--- src/rtl/lct_pkg.sv ---
package lct_pkg;
  typedef enum logic {
    RES_MISS = 1'b0,
    RES_HIT  = 1'b1
  } lct_res_e;
endpackage

--- src/rtl/lct_color_pool.sv ---
module lct_color_pool #(
  parameter int NUM_COLORS = 4,
  localparam int CW = (NUM_COLORS > 1) ? $clog2(NUM_COLORS) : 1
) (
  input  logic                  clk,
  input  logic                  rst_n,
  input  logic                  alloc_fire,
  output logic                  any_free,
  output logic [CW-1:0]         alloc_idx,
  input  logic                  rel_valid,
  input  logic [CW-1:0]         rel_idx,
  output logic [NUM_COLORS-1:0] free_mask
);
  logic [NUM_COLORS-1:0] free_q, free_d;

  // lowest-numbered free color
  always_comb begin
    any_free  = 1'b0;
    alloc_idx = '0;
    for (int c = NUM_COLORS - 1; c >= 0; c--) begin
      if (free_q[c]) begin
        alloc_idx = CW'(c);
        any_free  = 1'b1;
      end
    end
  end

  always_comb begin
    free_d = free_q;
    if (alloc_fire) free_d[alloc_idx] = 1'b0;
    if (rel_valid)  free_d[rel_idx]   = 1'b1;
  end

  always_ff @(posedge clk) begin
    if (!rst_n) free_q <= '1;
    else        free_q <= free_d;
  end

  assign free_mask = free_q;

  AST_ALLOC_TAKEN: assert property (@(posedge clk) disable iff (!rst_n)
    alloc_fire |=> !free_q[$past(alloc_idx)]);
  AST_VERDICT_ON_HELD: assert property (@(posedge clk) disable iff (!rst_n)
    rel_valid |-> !free_q[rel_idx]);
endmodule

--- src/rtl/lct_parent_merge.sv ---
module lct_parent_merge #(
  parameter int NUM_ENTRIES = 8,
  parameter int NUM_COLORS  = 4,
  parameter int NUM_SRC     = 2,
  localparam int EW = (NUM_ENTRIES > 1) ? $clog2(NUM_ENTRIES) : 1
) (
  input  logic [NUM_ENTRIES*NUM_COLORS-1:0] vec_flat,
  input  logic [NUM_SRC-1:0]                src_vld,
  input  logic [NUM_SRC*EW-1:0]             src_entry,
  output logic [NUM_COLORS-1:0]             merged
);
  logic [NUM_COLORS-1:0] per_src [NUM_SRC];

  for (genvar s = 0; s < NUM_SRC; s++) begin : g_src
    always_comb begin
      per_src[s] = '0;
      if (src_vld[s])
        per_src[s] = vec_flat[int'(src_entry[s*EW +: EW])*NUM_COLORS +: NUM_COLORS];
    end
  end

  always_comb begin
    merged = '0;
    for (int s = 0; s < NUM_SRC; s++) merged = merged | per_src[s];
  end
endmodule

--- src/rtl/lct_vec_array.sv ---
module lct_vec_array #(
  parameter int NUM_ENTRIES = 8,
  parameter int NUM_COLORS  = 4,
  localparam int EW = (NUM_ENTRIES > 1) ? $clog2(NUM_ENTRIES) : 1,
  localparam int CW = (NUM_COLORS > 1) ? $clog2(NUM_COLORS) : 1
) (
  input  logic                              clk,
  input  logic                              rst_n,
  input  logic                              wr_en,
  input  logic [EW-1:0]                     wr_idx,
  input  logic [NUM_COLORS-1:0]             wr_vec,
  input  logic                              clr_en,
  input  logic [CW-1:0]                     clr_idx,
  input  logic                              miss_en,
  output logic [NUM_ENTRIES*NUM_COLORS-1:0] vec_flat,
  output logic [NUM_ENTRIES-1:0]            squash,
  output logic [NUM_COLORS-1:0]             col_any
);
  logic [NUM_COLORS-1:0] clr_mask;

  always_comb begin
    clr_mask = '0;
    if (clr_en) clr_mask[clr_idx] = 1'b1;
  end

  for (genvar e = 0; e < NUM_ENTRIES; e++) begin : g_ent
    logic [NUM_COLORS-1:0] vec_q;
    logic                  sq_q;
    logic                  sel;
    logic [NUM_COLORS-1:0] seen;

    assign sel  = wr_en && (wr_idx == EW'(e));
    assign seen = sel ? wr_vec : vec_q;

    always_ff @(posedge clk) begin
      if (!rst_n) begin
        vec_q <= '0;
        sq_q  <= 1'b0;
      end else begin
        vec_q <= seen & ~clr_mask;
        sq_q  <= miss_en && ((seen & clr_mask) != '0);
      end
    end

    assign vec_flat[e*NUM_COLORS +: NUM_COLORS] = vec_q;
    assign squash[e] = sq_q;
  end

  always_comb begin
    col_any = '0;
    for (int e = 0; e < NUM_ENTRIES; e++)
      col_any = col_any | vec_flat[e*NUM_COLORS +: NUM_COLORS];
  end

  AST_BIT_SWEPT: assert property (@(posedge clk) disable iff (!rst_n)
    clr_en |=> !col_any[$past(clr_idx)]);
  AST_SQUASH_NEEDS_MISS: assert property (@(posedge clk) disable iff (!rst_n)
    (squash != '0) |-> $past(miss_en));
endmodule

--- src/rtl/load_color_tracker.sv ---
module load_color_tracker
  import lct_pkg::*;
#(
  parameter int NUM_ENTRIES = 8,
  parameter int NUM_COLORS  = 4,
  parameter int NUM_SRC     = 2,
  localparam int EW = (NUM_ENTRIES > 1) ? $clog2(NUM_ENTRIES) : 1,
  localparam int CW = (NUM_COLORS > 1) ? $clog2(NUM_COLORS) : 1
) (
  input  logic                              clk,
  input  logic                              rst_n,
  input  logic                              disp_valid,
  output logic                              disp_ready,
  input  logic [EW-1:0]                     disp_entry,
  input  logic                              disp_is_load,
  input  logic [NUM_SRC-1:0]                disp_src_vld,
  input  logic [NUM_SRC*EW-1:0]             disp_src_entry,
  output logic [CW-1:0]                     disp_color,
  output logic                              color_stall,
  input  logic                              res_valid,
  input  logic                              res_hit,
  input  logic [CW-1:0]                     res_color,
  output logic [NUM_ENTRIES-1:0]            squash_mask,
  output logic [NUM_ENTRIES-1:0]            retire_ok,
  output logic [NUM_ENTRIES*NUM_COLORS-1:0] ent_vec
);
  logic                  any_free;
  logic                  fire;
  logic                  load_fire;
  logic                  miss_en;
  logic [NUM_COLORS-1:0] free_mask;
  logic [NUM_COLORS-1:0] merged;
  logic [NUM_COLORS-1:0] own_vec;
  logic [NUM_COLORS-1:0] col_any;
  lct_res_e              res_kind;

  assign disp_ready  = !disp_is_load || any_free;
  assign color_stall = disp_valid && disp_is_load && !any_free;
  assign fire        = disp_valid && disp_ready;
  assign load_fire   = fire && disp_is_load;
  assign res_kind    = lct_res_e'(res_hit);
  assign miss_en     = res_valid && (res_kind == RES_MISS);

  lct_color_pool #(.NUM_COLORS(NUM_COLORS)) u_pool (
    .clk       (clk),
    .rst_n     (rst_n),
    .alloc_fire(load_fire),
    .any_free  (any_free),
    .alloc_idx (disp_color),
    .rel_valid (res_valid),
    .rel_idx   (res_color),
    .free_mask (free_mask)
  );

  lct_parent_merge #(
    .NUM_ENTRIES(NUM_ENTRIES), .NUM_COLORS(NUM_COLORS), .NUM_SRC(NUM_SRC)
  ) u_merge (
    .vec_flat (ent_vec),
    .src_vld  (disp_src_vld),
    .src_entry(disp_src_entry),
    .merged   (merged)
  );

  always_comb begin
    own_vec = '0;
    if (load_fire) own_vec[disp_color] = 1'b1;
  end

  lct_vec_array #(.NUM_ENTRIES(NUM_ENTRIES), .NUM_COLORS(NUM_COLORS)) u_array (
    .clk     (clk),
    .rst_n   (rst_n),
    .wr_en   (fire),
    .wr_idx  (disp_entry),
    .wr_vec  (merged | own_vec),
    .clr_en  (res_valid),
    .clr_idx (res_color),
    .miss_en (miss_en),
    .vec_flat(ent_vec),
    .squash  (squash_mask),
    .col_any (col_any)
  );

  for (genvar e = 0; e < NUM_ENTRIES; e++) begin : g_ret
    assign retire_ok[e] = (ent_vec[e*NUM_COLORS +: NUM_COLORS] == '0);
  end

  AST_FREE_NOT_HELD: assert property (@(posedge clk) disable iff (!rst_n)
    (free_mask & col_any) == '0);
  AST_STALL_BLOCKS: assert property (@(posedge clk) disable iff (!rst_n)
    color_stall |-> !disp_ready);
endmodule

--- config.mk ---
export PLATFORM = sky130hd
export DESIGN_NAME = load_color_tracker
export DESIGN_NICKNAME = d
export VERILOG_FILES = /design/src/rtl/lct_pkg.sv /design/src/rtl/lct_color_pool.sv /design/src/rtl/lct_parent_merge.sv /design/src/rtl/lct_vec_array.sv /design/src/rtl/load_color_tracker.sv
export SDC_FILE = /design/constraint.sdc
export NUM_CORES = 1
export LEC_CHECK = 0
export BUFFER_PORTS_ARGS = -buffer_cell sky130_fd_sc_hd__buf_2
export CORE_ASPECT_RATIO = 2
export CORE_MARGIN = 2
export CORE_UTILIZATION = 45
export DETAILED_ROUTE_END_ITERATION = 16
export PLACE_DENSITY = 0.73
export SLEW_MARGIN = 20
export SYNTH_ARGS = -nofsm -noshare
export SYNTH_HDL_FRONTEND = slang
export SYNTH_SLANG_ARGS = --single-unit
--- constraint.sdc ---
create_clock -name clk -period 5 [get_ports clk]
set_input_delay 0 -clock clk [delete_from_list [all_inputs] [get_ports clk]]
set_output_delay 0 -clock clk [all_outputs]
set_load 0.005 [all_outputs]
==> flow_summary.ini, run 1 <==
[floorplan]
io_pins = 71
core.rowCount = 41
die_w_um = 61.4
fp.dieH_um = 119
dieArea_um2 = 7290
coreArea_um2 = 6360
start_util_pct = 46.6

[routing]
drt-total-wl_um = 10700
drtIter0Drc = 272
wl_per_cell_um = 22.7
drc = 0
ant_nets = 0
via_count = 3125
detail_route.vias_per_cell = 6.61
dr.pass1.iters = 6

[final_layout]
num-nets-final = 406
syn_to_final_growth_pct = 14.4
drive_above_1_share_pct = 27.9
antennaDiodeCount = 0

[grt]
grt-ovfl-total = 0
grt_max_degree = 22
grt_pass1_vias = 2879
grt_pass1_wl_um = 16000
grtUsageTotal_pct = 30.6
antenna_found_initial = 0

[yosys]
synth_flop_cell = dfxtp_1
synth-edff-count = 0
synth_seq_area_share_pct = 29.7
synth_cells = 333
ys_ff_latch = 44
syn_nets = 352
post_synth.cell_area_avg_um2 = 8.90
syn-cell-area_um2 = 2970
ys_top_cells_by_area = dfxtp_1 30%, a211oi_1 6.3%, nor2_1 4.6%, mux4_2 4.6%, mux4_1 4.4%
synth_area_leader_cell = dfxtp_1
async_flop_share_pct = 0
post-synth-top-area-fraction_pct = 29.7
netlist_top_cells_count = 44 x dfxtp_1, 36 x nor2_1, 25 x a211oi_1
ys_types = 45
yosysWarnings = 0
yosysMostFrequentCell = dfxtp_1

[placed_design]
io_buffers = 70
gp_congestion = 0.969
place_hpwl_um = 7970

[sta]
clock_skew_ps = 3.82
maxSlewHeadroom_pct = 27.1
finalSetupViolCount = 0
hold_slack_ps = 66.6
finalCriticalPeriod_ps = 2620
max_freq_ghz = 0.382
tns_ps = 0
rsz0062_at_grt = no
period_share_pct = 52.4
tightestPinTransition_ps = 1090
slew_viol_final = 0
hold_viol = 0

[clock_tree]
cts_buffers = 5
clk_pin_slew_ps = 60
holdBufCountCts = 1
htreeDepth = 2
cts_resized = 0
root_buffer = clkbuf_16
clockBufferDepth = 2
clk_latency_ps = 300
cts_tree = done
cts_setup_buffers = 0
cts.sinks = 44

[power]
intPower_w = 0.000593
share_seq_of_total_power_pct = 45.1
pwr-share-clk_pct = 38.4
finalPower_w = 0.000834
max-vdd-ir-drop_mv = 0.184
p_comb_share_pct = 16.5
p_leak_nw = 1.27
p_switching_w = 0.000241
powerDensity_nw_per_um2 = 246
p_sw_share_pct = 28.9

[critical_path]
critPathMaxFanout = 21
end_kind = register
arrival_ps = 2780
critPathRequiredTime_ps = 5160
crit_path_start_kind = register
reg2reg_slack_ps = 2380
worst-setup-path-type = reg -> reg

[status]
outcome = finished, final reports clean

[flow_run]
cap_viol_max_count = 0

[hold_path]
min_path_type = in -> reg
-- cell usage in the layout (no fill, tap or decap), drive strengths merged, types with 5 or more instances in the layout --
| cell type | n |
|---|---|
| clkbuf | 6 |
| nor4 | 8 |
| dfxtp | 44 |
| o22ai | 13 |
| mux4 | 11 |
| a211o | 8 |
| o21ai | 15 |
| nand3 | 5 |
| inv | 18 |
| buf | 71 |
| nand2b | 8 |
| nor2 | 41 |
| mux2 | 10 |
| o31ai | 16 |
| o21a | 7 |
| nand2 | 19 |
| a211oi | 31 |
| a41oi | 8 |
| a21oi | 16 |
| o221ai | 9 |
-- critical path, stage by stage (launching register included) --
cell and delay, ps:
dfxtp_1 460, nor3b_2 70, buf_4 220, a211oi_1 930, nand2_1 180, o221ai_1 450, a41oi_1 170
-- logic make-up after synthesis --
kind of cell,synth area share [%]
buffers and inverters,8.44
muxes,13.5
DFF,29.7
AOI/OAI and AO/OA,33.0
and+or+nand+nor,15.4
-- power by group through the flow --
stage / Combinational, W / Sequential (W) / Clock, W
after detailed placement: 0.000134 / 0.000384 / 0
after global placement: 0.000132 / 0.000383 / 0
final: 0.000137 / 0.000377 / 0.000320
after CTS: 0.000135 / 0.000376 / 0.000320
after global routing: 0.000148 / 0.000377 / 0.000334
after floorplan: 0.0000921 / 0.000377 / 0
-- per-stage QoR --
step | utilization, % | cell area [um^2] | instances | setup WS, ps
after global placement | 51.1 | 3250 | 465 | 2540
after global routing | 53.3 | 3390 | 473 | 2230
after floorplan | - | 2970 | 333 | 3310
final | 53.3 | 3390 | 473 | 2380
after detailed placement | 51.1 | 3250 | 465 | 2530
after CTS | 53.3 | 3390 | 473 | 2520
-- area by class of cell --
cell class | instances | area [um^2]
clock buffer | 6 | 129
clock inverter | 1 | 5.00
fill | 661 | 2970
inverter | 18 | 67.6
multi-input combinational | 246 | 1830
sequential | 44 | 881
tap | 86 | 108
timing repair buffer | 72 | 368
-- routing by layer --
metal	track usage, %	vias to the layer above	routed length, um
met2	48.0	196	5260
met5	0	-	0
met1	34.5	1473	3740
met3	5.69	59	737
li1	-	1397	-
met4	23.1	0	997
-- flip-flops by register name, summed over array words and instances, names as in the netlist --
name	flops
u_pool.free_mask	4
u_array.g_ent.sq_q	8
u_array.g_ent.vec_q	32
-- final timing paths --
kind,from,endpoint,cells past startpoint
max,u_pool.free_mask[0],u_array.g_ent[3].sq_q,6
min,disp_is_load,u_pool.free_mask[0],3
max reg2reg,u_pool.free_mask[0],u_array.g_ent[3].sq_q,6
min reg2reg,u_pool.free_mask[3],u_pool.free_mask[3],1
(Power assumes the default switching activity.)
==> run 2: changes to the inputs <==
--- a/config.mk
+++ b/config.mk
@@ -10,7 +10,7 @@
 export CORE_MARGIN = 2
 export CORE_UTILIZATION = 45
 export DETAILED_ROUTE_END_ITERATION = 16
-export PLACE_DENSITY = 0.73
+export PLACE_DENSITY = 0.76
 export SLEW_MARGIN = 20
 export SYNTH_ARGS = -nofsm -noshare
 export SYNTH_HDL_FRONTEND = slang
==> constraint.sdc (replaced) <==
create_clock -name clk -period 2.4 [get_ports clk]
set_input_delay 0 -clock clk [delete_from_list [all_inputs] [get_ports clk]]
set_output_delay 0 -clock clk [all_outputs]
set_load 0.005 [all_outputs]
==> flow_summary.ini, run 2 (same netlist as run 1, synthesis figures left out) <==
[final_layout]
seqCellArea_um2 = 881
fin_cells = 492
antennaDiodeCount = 0
largest_reg_flops = 32
syn_to_final_growth_pct = 19.5
final_common_cell = buf_2
top_register = u_array.g_ent.vec_q
multi_input_area_um2 = 1830
num-nets-final = 424
drive_above_1_share_pct = 31.5
final_cell_mix = 70 x buf_2, 44 x dfxtp_1, 36 x nor2_1
fillCellCount = 626

[sta]
period_share_pct = 89.7
slew_viol_final = 0
finalSetupViolCount = 0
hold_slack_ps = 61.9
clock_skew_ps = 9.88
maxSlewHeadroom_pct = 39.5
finalCriticalPeriod_ps = 2150
rsz0062_at_grt = no
max_freq_ghz = 0.464
tightestPinTransition_ps = 902
tns_ps = 0
hold_viol = 0

[hold_path]
min_path_type = in -> reg
hold_depth = 3

[grt]
grt_pass1_wl_um = 16200
antenna_found_initial = 0
grt_max_degree = 22
grtUsageTotal_pct = 30.7
grt-ovfl-total = 0
grt_pass1_vias = 3058

[floorplan]
core.rowCount = 41
io_pins = 71
dieArea_um2 = 7290
fp.dieH_um = 119
start_util_pct = 46.6
die_w_um = 61.4
coreArea_um2 = 6360

[critical_path]
crit_slowest_cell = a211oi_1
reg2reg_depth = 6
crit_path_start_kind = register
end_kind = register
path_cells = nor3b_2 > buf_4 > a211oi_1 > nand2_1 > o221ai_1 > a41oi_1
cp_top_family = compound AO/OA/AOI/OAI gates
cp_slowest_stage_delay_ps = 560
cp_num_buf_inv = 1
reg2reg_slack_ps = 250
critPathRequiredTime_ps = 2550
worst-setup-path-type = reg -> reg
cp_num_cells = 6
arrival_ps = 2310
critPathMaxFanout = 21

[power]
powerDensity_nw_per_um2 = 504
finalPower_w = 0.00178
p_leak_nw = 1.38
max-vdd-ir-drop_mv = 0.317

[clock_tree]
root_buffer = clkbuf_16
cts_tree = done
cts_resized = 0
clk_pin_slew_ps = 70
cts_buffers = 5
clockBufferDepth = 2
htreeDepth = 2
cts.sinks = 44
clk_latency_ps = 290
cts_setup_buffers = 0

[status]
outcome = finished, final reports clean

[flow_run]
cap_viol_max_count = 0

[placed_design]
place_hpwl_um = 7870
gp_congestion = 0.946
dp_cells = 483
io_buffers = 70

[routing]
dr.pass1.iters = 6
detail_route.vias_per_cell = 6.50
drtIter0Drc = 250
drt-total-wl_um = 10700
drc = 0
via_count = 3197
wl_per_cell_um = 21.8
ant_nets = 0
## run 2: changes by cell type in the layout (fill, tap and decap cells not counted), sizes merged
| cell | delta |
|---|---|
| buf | +18 |
| clkinv | +1 |
## run 2: final cells by class
cell class | count | area share [%]
Clock buffer | 6 | 3.92
Clock inverter | 2 | 0.283
Inverter | 18 | 1.91
Multi-Input combinational cell | 246 | 51.8
Sequential cell | 44 | 24.9
Tap cell | 86 | 3.04
Timing Repair Buffer | 90 | 14.2
## run 2: layer usage
metal | track usage [%] | routed length (um) | vias up
li1 | - | - | 1426
met1 | 33.8 | 3770 | 1507
met2 | 47.5 | 5160 | 197
met3 | 6.13 | 762 | 67
met4 | 25.8 | 1020 | 0
met5 | 0 | 0 | -
## run 2: what timing repair did
item	CTS	global route
hold buffers	1	0
endpoints found under the hold margin	1	0
endpoints found under the setup margin	0	0
## run 2: worst min-delay path: cells and delay by family
family | cells | cell delay (ps)
buffers and inverters | 1 | 160
AO/OA/AOI/OAI | 1 | 100
AND/OR/NAND/NOR | 1 | 70
## run 2: report_power, final
group          internal [W]  leakage (nW)  switching [W]
combinational      0.000118         0.942       0.000181
clock              0.000411        0.0766       0.000295
sequential         0.000749         0.357      0.0000302
total               0.00128          1.38       0.000507
## run 2: metrics by stage
| stage | utilization, % | setup WS, ps | instance area (um^2) |
|---|---|---|---|
| floorplan | - | 714 | 2970 |
| global placement | 53.2 | 376 | 3380 |
| detailed placement | 53.2 | 322 | 3380 |
| CTS | 55.7 | 303 | 3540 |
| global route | 55.7 | 76.5 | 3540 |
| finish | 55.7 | 246 | 3540 |
## run 2: worst paths after layout
kind / from / to
max: u_pool.free_mask[0] / u_array.g_ent[2].sq_q
min reg2reg: u_pool.free_mask[3] / u_pool.free_mask[3]
min: disp_valid / u_pool.free_mask[2]
max reg2reg: u_pool.free_mask[0] / u_array.g_ent[2].sq_q
==> run 3: changes to the inputs <==
--- a/config.mk
+++ b/config.mk
@@ -7,7 +7,7 @@
 export LEC_CHECK = 0
 export BUFFER_PORTS_ARGS = -buffer_cell sky130_fd_sc_hd__buf_2
 export CORE_ASPECT_RATIO = 2
-export CORE_MARGIN = 2
+export CORE_MARGIN = 1.5
 export CORE_UTILIZATION = 45
 export DETAILED_ROUTE_END_ITERATION = 16
 export PLACE_DENSITY = 0.76
==> flow_summary.ini, run 3 (same netlist as run 1, synthesis figures left out) <==
[hold_path]
min_path_type = in -> reg

[sta]
worst_slack_ps = 95.7
rsz0062_at_grt = no
period_share_pct = 96.0
tightestPinTransition_ps = 871
finalCriticalPeriod_ps = 2300
tns_ps = 0
hold_viol = 0
maxSlewHeadroom_pct = 41.5
clock_skew_ps = 4.35
slew_viol_final = 0
max_freq_ghz = 0.434
finalSetupViolCount = 0
hold_slack_ps = 63.9

[floorplan]
dieArea_um2 = 7120
fp.dieH_um = 118
start_util_pct = 46.6
io_pins = 71
die_w_um = 60.4
core.rowCount = 41
coreArea_um2 = 6360

[final_layout]
final_cell_mix = 70 x buf_2, 44 x dfxtp_1, 36 x nor2_1
fin_cells = 492
drive_above_1_share_pct = 31.3
antennaDiodeCount = 0
final_common_cell = buf_2
largest_reg_flops = 32
stdcell_area_um2 = 3560
num-nets-final = 424
top_register = u_array.g_ent.vec_q
syn_to_final_growth_pct = 20.0

[grt]
grt-ovfl-total = 0
grt_pass1_wl_um = 16800
grt_pass1_vias = 3026
grtUsageTotal_pct = 32.1
antenna_found_initial = 0
grt_max_degree = 22

[clock_tree]
cts_setup_buffers = 0
cts_resized = 0
clk_pin_slew_ps = 60
root_buffer = clkbuf_16
clockBufferDepth = 2
cts_buffers = 5
htreeDepth = 2
cts_tree = done
clk_latency_ps = 290
cts.sinks = 44

[routing]
via_count = 3211
wl_per_cell_um = 22.3
wirelength_met1_um = 3750
routed.top_layer = met4
drc = 0
detail_route.vias_per_cell = 6.53
drt-total-wl_um = 11000
wl_met3_um = 771
dr.pass1.iters = 5
drtIter0Drc = 321
wl_met2_um = 5460
ant_nets = 0

[critical_path]
end_kind = register
critPathRequiredTime_ps = 2550
rr_startpoint = u_array.g_ent[6].vec_q[0]
critPathMaxFanout = 16
timing.rr.end = u_array.g_ent[6].sq_q
reg2reg_depth = 5
crit_path_start_kind = register
worst-setup-path-type = reg -> reg
crit_start = u_array.g_ent[6].vec_q[0]
reg2reg_slack_ps = 100
crit_path_end = u_array.g_ent[6].sq_q
arrival_ps = 2450

[power]
p_comb_share_pct = 16.5
p_switching_w = 0.000504
p_sw_share_pct = 27.1
intPower_w = 0.00136
pwr-share-clk_pct = 41.7
share_seq_of_total_power_pct = 41.8
max-vdd-ir-drop_mv = 0.371
p_leak_nw = 1.38
powerDensity_nw_per_um2 = 523

[placed_design]
io_buffers = 70
dp_cells = 483
place_area_um2 = 3380
gp_congestion = 0.954
place_hpwl_um = 8140
post-place-ws_ps = 229

[status]
outcome = finished, final reports clean

[flow_run]
cap_viol_max_count = 0
run 3: timing repair:
item / 4_1_cts / 5_1_grt
endpoints found under the hold margin: 1 / 0
setup endpoints to repair: 0 / 0
hold buffers: 1 / 0
run 3: layer usage:
layer | global-route usage, % | up-vias
li1 | - | 1433
met1 | 36.5 | 1500
met2 | 50.5 | 210
met3 | 4.51 | 68
met4 | 25.7 | 0
met5 | 0 | -
run 3: worst max-delay path, stage by stage, from the launching register on:
cell	delay, ps
dfxtp_1	420
mux4_2	500
o22ai_1	220
o211ai_2	310
o21ai_0	530
a41oi_1	180
run 3: cell type report:
type,instances,area [um^2]
Tap cell,86,108
Multi-Input combinational cell,246,1830
Sequential cell,44,881
Clock inverter,2,35.0
Timing Repair Buffer,90,503
Fill cell,629,2800
Clock buffer,6,129
Inverter,18,67.6
run 3: worst min path at each step:
stage / startpoint / end / slack [ps] / depth (start not counted)
after floorplan: disp_entry[0] / u_array.g_ent[4].vec_q[1] / 220 / 3
after CTS: disp_valid / u_pool.free_mask[2] / 60 / 3
after global routing: disp_is_load / u_pool.free_mask[0] / 110 / 3
after detailed placement: rst_n / u_pool.free_mask[1] / 240 / 2
final: disp_valid / u_pool.free_mask[2] / 60 / 3
after global placement: rst_n / u_pool.free_mask[1] / 230 / 2
run 3: metrics by stage:
| step | util [%] | power [W] |
|---|---|---|
| finish | 55.9 | 0.00186 |
| global route | 55.9 | 0.00192 |
| CTS | 55.9 | 0.00186 |
| detailed placement | 53.2 | 0.00109 |
| global placement | 53.2 | 0.00109 |
| floorplan | - | 0.000977 |
run 3: power groups by stage:
stage	Clock, W	Sequential [W]	Combinational [W]
floorplan	0	0.000785	0.000192
global placement	0	0.000793	0.000295
detailed placement	0	0.000794	0.000297
CTS	0.000781	0.000778	0.000300
global route	0.000808	0.000780	0.000327
finish	0.000776	0.000778	0.000307
